## src/rtl/rds_sync_pkg.sv

```systemverilog
package rds_sync_pkg;
  localparam int DATA_W  = 16;
  localparam int CHK_W   = 10;
  localparam int BLK_W   = DATA_W + CHK_W;
  localparam int NUM_OFF = 5;
  localparam int IDX_W   = 2;
  localparam int STAT_W  = CHK_W + 1 + IDX_W;

  // generator without its x^10 term
  localparam logic [CHK_W-1:0] GEN_LO = 10'h1B9;
  localparam logic [CHK_W-1:0] OFFSET [NUM_OFF] =
    '{10'h0FC, 10'h198, 10'h168, 10'h350, 10'h1B4};
  localparam logic [IDX_W-1:0] OFF_IDX [NUM_OFF] =
    '{2'd0, 2'd1, 2'd2, 2'd2, 2'd3};

  typedef enum logic [1:0] {ST_SEARCH, ST_CONFIRM, ST_LOCKED} sync_st_e;

  // remainder of d * x^10 modulo the generator
  function automatic logic [CHK_W-1:0] rds_rem(input logic [DATA_W-1:0] d);
    logic [CHK_W-1:0] r;
    logic fb;
    r = '0;
    for (int i = DATA_W - 1; i >= 0; i--) begin
      fb = d[i] ^ r[CHK_W-1];
      r  = {r[CHK_W-2:0], 1'b0};
      if (fb) r = r ^ GEN_LO;
    end
    return r;
  endfunction
endpackage

```

## src/rtl/rds_syndrome.sv

```systemverilog
module rds_syndrome
  import rds_sync_pkg::*;
(
  input  logic [BLK_W-1:0]   win_i,
  output logic [CHK_W-1:0]   syn_o,
  output logic [NUM_OFF-1:0] match_o
);
  assign syn_o = win_i[CHK_W-1:0] ^ rds_rem(win_i[BLK_W-1:CHK_W]);

  for (genvar k = 0; k < NUM_OFF; k++) begin : g_match
    assign match_o[k] = (syn_o == OFFSET[k]);
  end
endmodule

```

## src/rtl/rds_sync_ctrl.sv

```systemverilog
module rds_sync_ctrl
  import rds_sync_pkg::*;
#(
  parameter int HIST_W   = 16,
  parameter int DROP_THR = 8
) (
  input  logic               clk_i,
  input  logic               rst_ni,
  input  logic               step_i,
  input  logic               hold_i,
  input  logic [NUM_OFF-1:0] match_i,
  output logic               emit_o,
  output logic               emit_valid_o,
  output logic [IDX_W-1:0]   emit_idx_o
);
  localparam int CNT_W = $clog2(BLK_W + 1);
  localparam logic [CNT_W-1:0] LAST = CNT_W'(BLK_W - 1);

  sync_st_e          st_q, st_d;
  logic [CNT_W-1:0]  cnt_q, cnt_d, fill_q, fill_d;
  logic [IDX_W-1:0]  exp_q, exp_d;
  logic [HIST_W-1:0] hist_q, hist_d;
  logic              full, idx_ok, found;
  logic [IDX_W-1:0]  found_idx;

  assign full = (fill_q >= LAST);

  always_comb begin
    idx_ok    = 1'b0;
    found     = 1'b0;
    found_idx = '0;
    for (int k = NUM_OFF - 1; k >= 0; k--) begin
      if (match_i[k] && OFF_IDX[k] == exp_q) idx_ok = 1'b1;
      if (match_i[k]) begin
        found     = 1'b1;
        found_idx = OFF_IDX[k];
      end
    end
  end

  always_comb begin
    st_d         = st_q;
    cnt_d        = cnt_q;
    exp_d        = exp_q;
    hist_d       = hist_q;
    fill_d       = fill_q;
    emit_o       = 1'b0;
    emit_valid_o = 1'b0;
    emit_idx_o   = exp_q;
    if (step_i) begin
      if (!full) fill_d = fill_q + 1'b1;
      cnt_d = cnt_q + 1'b1;
      unique case (st_q)
        ST_SEARCH: begin
          if (full && found) begin
            st_d  = ST_CONFIRM;
            cnt_d = '0;
            exp_d = found_idx + 1'b1;
          end
        end
        ST_CONFIRM: begin
          if (cnt_q == LAST) begin
            cnt_d = '0;
            if (idx_ok) begin
              st_d         = ST_LOCKED;
              emit_o       = 1'b1;
              emit_valid_o = 1'b1;
              exp_d        = exp_q + 1'b1;
              hist_d       = '0;
            end else begin
              st_d = ST_SEARCH;
            end
          end
        end
        ST_LOCKED: begin
          if (cnt_q == LAST) begin
            cnt_d        = '0;
            emit_o       = 1'b1;
            emit_valid_o = idx_ok;
            exp_d        = exp_q + 1'b1;
            hist_d       = {hist_q[HIST_W-2:0], ~idx_ok};
            if (!hold_i && $countones(hist_d) >= DROP_THR) st_d = ST_SEARCH;
          end
        end
        default: st_d = ST_SEARCH;
      endcase
    end
  end

  always_ff @(posedge clk_i or negedge rst_ni) begin
    if (!rst_ni) begin
      st_q   <= ST_SEARCH;
      cnt_q  <= '0;
      fill_q <= '0;
      exp_q  <= '0;
      hist_q <= '0;
    end else begin
      st_q   <= st_d;
      cnt_q  <= cnt_d;
      fill_q <= fill_d;
      exp_q  <= exp_d;
      hist_q <= hist_d;
    end
  end


  emit_gap_chk: assert property (@(posedge clk_i) disable iff (!rst_ni)
    emit_o |=> !emit_o);

  no_direct_lock_chk: assert property (@(posedge clk_i) disable iff (!rst_ni)
    (st_q == ST_SEARCH) |=> (st_q != ST_LOCKED));

  hold_keeps_lock_chk: assert property (@(posedge clk_i) disable iff (!rst_ni)
    (hold_i && st_q == ST_LOCKED) |=> (st_q == ST_LOCKED));

  emit_only_aligned_chk: assert property (@(posedge clk_i) disable iff (!rst_ni)
    emit_o |-> (st_q != ST_SEARCH));
endmodule

```

## src/rtl/rds_block_sync.sv

```systemverilog
module rds_block_sync
  import rds_sync_pkg::*;
#(
  parameter int HIST_W   = 16,
  parameter int DROP_THR = 8
) (
  input  logic              clk_i,
  input  logic              rst_ni,
  input  logic              bit_i,
  input  logic              bit_valid_i,
  input  logic              enable_i,
  input  logic              hold_sync_i,
  output logic [DATA_W-1:0] data_o,
  output logic [STAT_W-1:0] status_o,
  output logic              irq_o
);
  logic [BLK_W-1:0]   win_q, win_d;
  logic [CHK_W-1:0]   syn;
  logic [NUM_OFF-1:0] match;
  logic               step, emit, emit_valid;
  logic [IDX_W-1:0]   emit_idx;

  assign step  = enable_i & bit_valid_i;
  assign win_d = {win_q[BLK_W-2:0], bit_i};

  rds_syndrome u_syn (
    .win_i   (win_d),
    .syn_o   (syn),
    .match_o (match)
  );

  rds_sync_ctrl #(.HIST_W(HIST_W), .DROP_THR(DROP_THR)) u_ctrl (
    .clk_i        (clk_i),
    .rst_ni       (rst_ni),
    .step_i       (step),
    .hold_i       (hold_sync_i),
    .match_i      (match),
    .emit_o       (emit),
    .emit_valid_o (emit_valid),
    .emit_idx_o   (emit_idx)
  );

  always_ff @(posedge clk_i or negedge rst_ni) begin
    if (!rst_ni) begin
      win_q    <= '0;
      data_o   <= '0;
      status_o <= '0;
      irq_o    <= 1'b0;
    end else begin
      irq_o <= emit;
      if (step) win_q <= win_d;
      if (emit) begin
        data_o   <= win_d[BLK_W-1:CHK_W];
        status_o <= {win_d[CHK_W-1:0], emit_valid, emit_idx};
      end
    end
  end


  irq_pulse_chk: assert property (@(posedge clk_i) disable iff (!rst_ni)
    irq_o |=> !irq_o);

  disabled_quiet_chk: assert property (@(posedge clk_i) disable iff (!rst_ni)
    !enable_i |=> !irq_o);

  regs_hold_chk: assert property (@(posedge clk_i) disable iff (!rst_ni)
    !irq_o |-> ($stable(data_o) && $stable(status_o)));

  valid_needs_syndrome_chk: assert property (@(posedge clk_i) disable iff (!rst_ni)
    (emit && emit_valid) |-> (match != '0));
endmodule

```

## config.mk

```make
export PLATFORM = sky130hd
export DESIGN_NAME = rds_block_sync
export DESIGN_NICKNAME = d
export VERILOG_FILES = /design/src/rtl/rds_sync_pkg.sv /design/src/rtl/rds_syndrome.sv /design/src/rtl/rds_sync_ctrl.sv /design/src/rtl/rds_block_sync.sv
export SDC_FILE = /design/constraint.sdc
export NUM_CORES = 1
export LEC_CHECK = 0
export ABC_AREA = 1
export CELL_PAD_IN_SITES_DETAIL_PLACEMENT = 0
export CELL_PAD_IN_SITES_GLOBAL_PLACEMENT = 1
export CORE_UTILIZATION = 29
export DETAILED_ROUTE_END_ITERATION = 7
export GPL_TIMING_DRIVEN = 1
export PLACE_DENSITY = 0.53
export SLEW_MARGIN = 25
export SYNTH_ARGS = -nofsm -noshare
export SYNTH_HDL_FRONTEND = slang
export SYNTH_SLANG_ARGS = --single-unit
export TNS_END_PERCENT = 100
```

## constraint.sdc

```tcl
create_clock -name clk_i -period 7.93 [get_ports clk_i]
set_input_delay 2.379 -clock clk_i [delete_from_list [all_inputs] [get_ports clk_i]]
set_output_delay 2.379 -clock clk_i [all_outputs]
set_load 0.05 [all_outputs]
```

======== Yosys cells after proc, flatten, opt, wreduce, memory -nomap -nowiden ========
Cells that the tools add are included.
word-level totals
  logic and storage cells ................. 154
  register bits after elaboration ......... 84
  input bits .............................. 6
cells by class
  reduce and logical (&&, ||, !) cells .... 17
  muxes and demuxes ....................... 57
  $lt $le $gt $ge ......................... 2
  bitwise operators ....................... 34
  add/sub/neg operators ................... 19
  equality and inequality tests ........... 16
operator list
  operator                                                                              number
  32-bit adder                                                                          7
  9-bit two-way mux                                                                     16
  6-bit NOT                                                                             15
  15-bit two-way mux                                                                    3
  32-bit by 5-bit greater-or-equal comparator with 1-bit output, second input constant  1
  10-bit by 9-bit equality test with 1-bit output, second input constant                3
  15-bit case mux with 2 select lines                                                   1
  2-bit two-way mux                                                                     14
  1-bit by 1-bit adder with 2-bit output                                                8
  1-bit two-way mux                                                                     16
  1-bit bitwise XOR                                                                     14
  2-bit case mux with 3 select lines                                                    2
  5-bit by 1-bit adder with 5-bit output, second input constant                         2
  10-bit equality test, second input constant                                           1
  10-bit by 8-bit equality test with 1-bit output, second input constant                1
  5-bit two-way mux                                                                     2
  2-bit by 1-bit != test with 1-bit output, second input constant                       5
  5-bit case mux with 2 select lines                                                    1
  5-bit AND reduction                                                                   2
  10-bit bitwise XOR                                                                    1
  1-bit logical AND                                                                     7
  6-bit AND reduction                                                                   1
  5-bit equality test, second input constant                                            1
  5-bit greater-or-equal comparator, second input constant                              1
  other kinds (15)                                                                      20

======== Longest topological paths before layout ========
Gate-level depths: netlist of the first run.
  depth after elaboration ................. 49
  depth in mapped cells ................... 48
  depth with buffers taken out ............ 47

======== Hierarchy ========
A second synthesis of the first run with hierarchy kept.
second synthesis, totals
  cell total of the unflattened synthesis .. 789
  area total of the unflattened synthesis .. 6032.0 um^2
by module, submodules not included
  module          instances  area each (um^2)  seq. area each (um^2)  cells an instance
  rds_block_sync  1          2175.8            1376.3                 233
  rds_sync_ctrl   1          1974.4            725.7                  235
  rds_syndrome    1          1881.8            0.0                    321

======== Worst setup path after synthesis of the first run ========
OpenSTA, ideal clock, no wires.
  kind .................................... in2reg
  from .................................... input port bit_i
  to ...................................... register u_ctrl.st_q[1]
  path buffers ............................ 0
  arrival time ............................ 6379 ps
  setup time .............................. 126 ps
  stages .................................. 24
  data required time ...................... 7804 ps
  slack ................................... 1425 ps
  path through ............................ inv_1 -> nand3_1 -> nand3_2 -> nor2_1 -> nand3_1 -> nand2_1 -> nand3_1 -> nand2_2 -> inv_1 -> nand2_1 -> fa_1 -> fa_1 -> inv_1 -> fa_1 -> fa_1 -> ha_1 -> inv_1 -> fa_1 -> xor2_1 -> a31o_2 -> nand2_1 -> nand3_1 -> nand2_1 -> o21ai_0
on the way
  longest elaborated chain between the ends .. 17
  elaborated cells on any way between the ends .. 35
  classes of those cells .................. add/sub: 4; order compare: 1; eq/ne: 7; mux: 13; bitwise: 2; reduce/logical: 8
RTL lines
  element                                                        RTL line             text
  start, declared                                                rds_block_sync.sv:9  input logic bit_i,
  10-bit bitwise XOR *                                           rds_syndrome.sv:8    assign syn_o = win_i[CHK_W-1:0] ^ rds_rem(win_i[BLK_W-1:CHK_W]);
  10-bit by 9-bit equality test with 1-bit output                rds_syndrome.sv:11   assign match_o[k] = (syn_o == OFFSET[k]);
  1-bit logical AND                                              rds_sync_ctrl.sv:33  if (match_i[k] && OFF_IDX[k] == exp_q) idx_ok = 1'b1;
  1-bit two-way mux (5 in a row)                                 rds_sync_ctrl.sv:33
  1-bit NOT                                                      rds_sync_ctrl.sv:81  hist_d = {hist_q[HIST_W-2:0], ~idx_ok};
  1-bit by 1-bit adder with 2-bit output (not written as such)   rds_sync_ctrl.sv:82  if (!hold_i && $countones(hist_d) >= DROP_THR) st_d = ST_SEARCH;
  32-bit adder (not written as such) (3 in a row)                rds_sync_ctrl.sv:82
  32-bit by 5-bit greater-or-equal comparator with 1-bit output  rds_sync_ctrl.sv:82
  1-bit logical AND                                              rds_sync_ctrl.sv:82
  2-bit by 1-bit != test with 1-bit output (no source line)      n/a
  5-bit AND reduction (no source line)                           n/a
  end signal, assigned                                           rds_sync_ctrl.sv:98  st_q <= st_d;
  end, declared                                                  rds_sync_ctrl.sv:19  sync_st_e st_q, st_d;
Every way passes the cells marked *; elsewhere a longest branch is shown, timed or not. The select of a mux whose other input is x is not followed.
A chain may end at the register's enable or synchronous reset.

======== Worst setup path in the final report of the first run ========
Ends and elaborated chain as after synthesis.

==> metrics.yaml, run 1 <==
sta:
  final.period_utilization_pct: 88.3
  setup_viol: 0
  finClkSkew_ns: 0.0106
  report.final.slew_viol_count: 0
  rsz0062_at_grt: "no"
  hold_viol_final: 0
  max_slew_margin_pct: 50.5
  tns_ns: 0
  fin_crit_ns: 7.00
  worst_slew_pin_slew_ns: 0.742
  fmaxAchievable_mhz: 143
die:
  pin_count: 36
  initial_utilization_pct: 29.6
  core_mm2: 0.0180
  dieArea_mm2: 0.0189
  die_h_um: 137
  placementRows: 49
  die_width_um: 137
worst_setup_path:
  cp.arrival_ns: 7.22
  critPathLaunchType: "primary input"
  worstSetupEndpointType: "register"
  r2r_setup_slack_ns: 1.14
  crit_type: "in -> reg"
  crit_fanout: 4
  rr_worst_depth: 40
  r2r-end: "u_ctrl.st_q[1]"
  critical_path_required_ns: 8.15
  r2r_start: "win_q[22]"
  cp-endpoint: "u_ctrl.st_q[1]"
  crit_start: "bit_i"
finish:
  synthToLayoutAreaGrowth_pct: 15.9
  nets: 752
  final_common_cell: "nand2_1"
  final_cell_mix: "nand2_1 (235), inv_1 (89), dfrtp_1 (84)"
  n_antenna_cell: 0
  postLayoutCellArea_mm2: 0.00615
  drive_gt1_share_pct: 10.4
logic_synthesis:
  synth-simple-area-share_pct: 28.9
  synth_top_family_by_area: "simple AND/OR/NAND/NOR gates"
  synthAdderAreaFrac_pct: 8.86
  syn_area_mm2: 0.00531
  synth_top_cell_area_share_pct: 39.6
  yosysWarnings: 0
  synth_seq_area_share_pct: 39.6
  ys_ff_latch: 84
  synth_xor_area_share_pct: 6.53
  synth_compound_area_share_pct: 7.02
  ys_top_cells_by_area: "dfrtp_1 (40%), nand2_1 (17%), inv_1 (6.3%), nand3_1 (4.8%), ha_1 (4.7%)"
  synth_cell_type_count: 33
  synth_top_area_cell: "dfrtp_1"
  muxShareOfSynthArea_pct: 0
  synth_nets: 722
  syn_area_per_cell_um2: 7.75
  synthCells: 685
route:
  route.detailed.drc: 0
  vias: 4179
  wl_mm: 12.2
  routedWlPerCell_um: 12.8
  postRouteAntennaNets: 0
  drt-pass1-iter-count: 4
  vias_per_cell: 4.40
  drtIter0Drc: 170
grt:
  grt_pass1_wl_mm: 20.4
  grt_pass1_vias: 3969
  use_met2_pct: 22.1
  track_usage_pct: 14.3
  grt.overflow.total: 0
  antenna_found_initial: 0
  top_usage_layer: "met2"
  grt_max_degree: 59
  grtUsageMet3_pct: 2.02
  use_met1_pct: 20.2
job:
  drv_cap: 0
status:
  status: "completed"
clocking:
  cts-root-buf: "clkbuf_16"
  htreeDepth: 3
  insertion_delay_ns: 0.35
  cts_sinks: 84
  cts_hold_buf: 0
  cts_buffer_depth: 2
  post_cts_buffers: 0
  clk_pin_slew_ns: 0.06
  cts_tree: "done"
  numCtsBuffers: 9
  cts_resized: 0
place:
  portBuffers: 35
  gp_congestion: 0.812
  dpl_cell_area_mm2: 0.00585
  hpwl_mm: 9.23
worst_hold_path:
  hp-start: "u_ctrl.fill_q[4]"
  hold_path_class: "reg -> reg"
[metrics by stage]
step / hold WS, ns / setup WS, ns / util, % / std cells
finish: 0.479 / 0.927 / 34.3 / 949
global route: 0.504 / 0.507 / 34.3 / 949
global placement: 0.460 / 0.727 / 32.6 / 933
CTS: 0.477 / 0.902 / 34.3 / 949
detailed placement: 0.453 / 0.552 / 32.6 / 933
floorplan: 0.435 / 1.42 / - / 685
[critical path, stage by stage]
cell and delay, ns:
clkdlybuf4s50_1 0.48, inv_1 0.07, nand3_1 0.09, nand3_2 0.11, nor2_1 0.15, nand3_1 0.14
nand2_1 0.09, nand3_1 0.11, nand2_2 0.13, inv_1 0.07, nand2_1 0.08, fa_1 0.41
fa_1 0.49, inv_1 0.05, fa_1 0.50, fa_1 0.56, ha_1 0.17, inv_1 0.06
fa_1 0.37, xor2_1 0.15, a31o_2 0.20, nand2_1 0.05, nand3_1 0.12, nand2_1 0.08
o21ai_0 0.08
[sequential cells by signal, indices dropped and copies added, names as in the netlist]
signal             cells
win_q                 25
data_o                16
u_ctrl.hist_q         15
status_o              13
u_ctrl.cnt_q           5
u_ctrl.fill_q          5
u_ctrl.emit_idx_o      2
u_ctrl.st_q            2
irq_o                  1
[Yosys cell counts]
cell type / number
fa_1: 11
buf_4: 3
dfrtp_1: 84
nor2_4: 1
ha_1: 20
inv_2: 9
or2_2: 3
nand3b_1: 3
buf_2: 4
buf_6: 4
o21bai_1: 3
a21oi_2: 1
a21oi_1: 4
inv_1: 89
o21ai_1: 29
a31o_2: 2
xor2_2: 3
clkbuf_1: 7
xnor2_1: 8
nand4_1: 5
xnor3_1: 2
nand3_2: 6
o21ai_0: 30
nand2_2: 29
nand3_1: 51
nor2_2: 1
xor2_1: 19
buf_1: 1
nor3_1: 4
nor2_1: 12
nand2_1: 235
xnor2_2: 1
o311ai_0: 1
[metal layers]
metal  vias up  part of all wire (%)
li1       2185                     -
met1      1922                    52
met2        61                    44
met3        11                   2.8
met4         0                   1.6
met5         -                     0
[layout make-up]
cell class	instances	area [µm²]
Timing Repair Buffer	38	370
Inverter	98	368
Sequential cell	84	2100
Clock buffer	11	243
Tap cell	229	287
Multi-Input combinational cell	484	2720
Clock inverter	5	60.1
Fill cell	1881	11800
[cell families after synthesis]
kind of cell,after synthesis
AOI/OAI and AO/OA,70
xor gates and xnor gates,33
adders and majority gates,31
and+or+nand+nor,350
buffers and inverters,117
DFF,84
[how the worst min path moves through the flow]
stage | endpoint | slack, ns | cells after the start
after floorplan | u_ctrl.fill_q[4] | 0.44 | 1
after global placement | u_ctrl.fill_q[4] | 0.46 | 1
after detailed placement | u_ctrl.fill_q[4] | 0.45 | 1
after CTS | u_ctrl.fill_q[4] | 0.48 | 1
after global routing | u_ctrl.hist_q[14] | 0.50 | 2
final | u_ctrl.fill_q[4] | 0.48 | 1
Power of run 1 is not shown: default switching activity piles up to over one toggle a cycle in this logic, so the estimate is an artifact.
==> inputs of run 2 (changes only) <==
CTS_CLUSTER_SIZE = 24   (was not set)
==> results of run 2 <==
Final layout, timing and power as in run 1 (identical DEF).
Power of run 2 is left out for the same reason.
==> inputs of run 3 (changes only) <==
CORE_ASPECT_RATIO = 1.75   (was not set)
clock period = 8.85 ns   (was 7.93 ns; I/O delays follow)
==> run 3 against run 2 <==
  * Cell area up 0.18%
  * Sequential share of layout area down 0.062 points
  * Count of clock-buffer cells in the layout up 2
  * Routed wire length up 5.3%
  * Global-route usage up 0.51 points
  * Critical endpoint unchanged
==> metrics.yaml, run 3 (synthesis gave the netlist of run 1 again) <==
worst_setup_path:
  crit_fanout: 4  # unchanged
  critPathLaunchType: "primary input"
  crit_type: "in -> reg"
  worstSetupEndpointType: "register"
  critical_path_required_ns: 9.07  # +0.92 ns
  cp.arrival_ns: 7.47  # +0.25 ns
sta:
  hold_ws_ns: 0.467  # -0.0119 ns
  rsz0062_at_grt: "no"
  fin_crit_ns: 7.25
  finClkSkew_ns: 0.00356  # -0.00708 ns
  max_slew_margin_pct: 49.9  # -0.69 points
  worst_slew_pin_slew_ns: 0.752  # +0.0104 ns
  hold_viol_final: 0  # unchanged
  final.period_utilization_pct: 81.9
  setup_slack_ns: 1.60  # +0.674 ns
  tns_ns: 0  # unchanged
  fmaxAchievable_mhz: 138
  setup_viol: 0  # unchanged
  report.final.slew_viol_count: 0  # unchanged
grt:
  grt_pass1_wl_mm: 21.7  # +6.2%
  grt.overflow.total: 0  # unchanged
  antenna_found_initial: 0  # unchanged
  grt_max_degree: 59  # unchanged
  track_usage_pct: 14.8  # +0.51 points
  grt_pass1_vias: 4272  # +7.6%
clocking:
  clk_pin_slew_ns: 0.06  # about the same
  cts_resized: 0  # unchanged
  numCtsBuffers: 9  # unchanged
  cts_buffer_depth: 2  # unchanged
  htreeDepth: 3  # unchanged
  cts-root-buf: "clkbuf_16"
  cts_sinks: 84  # unchanged
  cts_hold_buf: 0  # unchanged
  cts_tree: "done"
  post_cts_buffers: 0  # unchanged
  insertion_delay_ns: 0.34  # about the same
die:
  pin_count: 36  # unchanged
  core_mm2: 0.0180  # about the same
  die_width_um: 104  # -24%
  die_h_um: 181  # +32%
  dieArea_mm2: 0.0189  # +0.12%
  placementRows: 65  # +33%
  initial_utilization_pct: 29.6  # about the same
route:
  drtIter0Drc: 148  # -13%
  wl_mm: 12.8  # +5.3%
  vias: 4260  # +1.9%
  vias_per_cell: 4.47  # +1.4%
  postRouteAntennaNets: 0  # unchanged
  route.detailed.drc: 0  # unchanged
  routedWlPerCell_um: 13.5  # +4.8%
  drt-pass1-iter-count: 4  # unchanged
finish:
  top_regs: "win_q: 25 flops, data_o: 16 flops, u_ctrl.hist_q: 15 flops"
  fin_cells: 954  # +0.53%
  n_antenna_cell: 0  # unchanged
  drive_gt1_share_pct: 10.4  # unchanged
  nets: 752  # unchanged
  final_common_cell: "nand2_1"
  final_cell_mix: "nand2_1 (234), inv_1 (89), dfrtp_1 (84)"
  synthToLayoutAreaGrowth_pct: 16.1
  regMostFlops: "win_q"
  largest_register_ffs: 25  # unchanged
place:
  dp.cells: 938  # +0.54%
  portBuffers: 35  # unchanged
  gp_congestion: 0.794  # -2.2%
  hpwl_mm: 9.89  # +7.2%
  dp_slack_ns: 1.23  # +0.680 ns
status:
  status: "completed"
worst_hold_path:
  hold_path_class: "reg -> reg"
job:
  drv_cap: 0  # unchanged
[run 3: changes by cell type in the layout (fill, tap and decap cells not counted), sizes merged]
| cell | delta |
|---|---|
| clkbuf | +2 |
| clkinv | -2 |
| clkinvlp | +1 |
| inv | -1 |
[run 3: stage by stage]
stage               utilization [%]  instance area (µm²)
finish                         34.3                 6160
detailed placement             32.6                 5860
CTS                            34.3                 6160
global route                   34.3                 6160
global placement               32.6                 5860
floorplan                         -                 5310
[run 3: critical path, cell delays in order]
cell and delay [ns]:
clkdlybuf4s50_1 0.48, inv_1 0.07, nand3_1 0.10, nand3_2 0.10
nor2_1 0.15, nand3_1 0.15, nand2_1 0.08, nand3_1 0.09
nand2_2 0.14, inv_1 0.08, nand2_1 0.09, fa_1 0.41
fa_1 0.49, inv_1 0.05, fa_1 0.50, fa_1 0.55
ha_1 0.16, inv_1 0.05, fa_1 0.37, xor2_1 0.15
a31o_2 0.20, nand2_1 0.05, nand3_1 0.12, nand2_1 0.08
o21ai_0 0.08
[run 3: final cells by class]
| class | instances | area [µm²] |
|---|---|---|
| Inverter | 98 | 368 |
| Sequential cell | 84 | 2100 |
| Tap cell | 234 | 293 |
| Fill cell | 1918 | 11800 |
| Clock buffer | 13 | 260 |
| Clock inverter | 3 | 45.0 |
| Multi-Input combinational cell | 484 | 2730 |
| Timing Repair Buffer | 38 | 370 |
[run 3: final timing paths]
kind	from	to	slack [ns]	cells after the start
min reg2reg	u_ctrl.fill_q[4]	u_ctrl.fill_q[4]	0.47	1
min	u_ctrl.fill_q[4]	u_ctrl.fill_q[4]	0.47	1
max	bit_i	u_ctrl.st_q[1]	1.60	25
max reg2reg	win_q[24]	u_ctrl.st_q[1]	2.13	40
max in group asynchronous	rst_ni	u_ctrl.hist_q[9]	5.54	2
min in group asynchronous	rst_ni	win_q[1]	2.23	1
[run 3: metal layers]
layer / global-route usage, % / vias to the layer above / routed length, µm
met2: 27.8 / 42 / 7080
met1: 16.4 / 2027 / 5270
met4: 5.83 / 0 / 242
li1: - / 2179 / -
met3: 2.24 / 12 / 235
met5: 0 / - / 0
Power of run 3 is left out for the same reason.
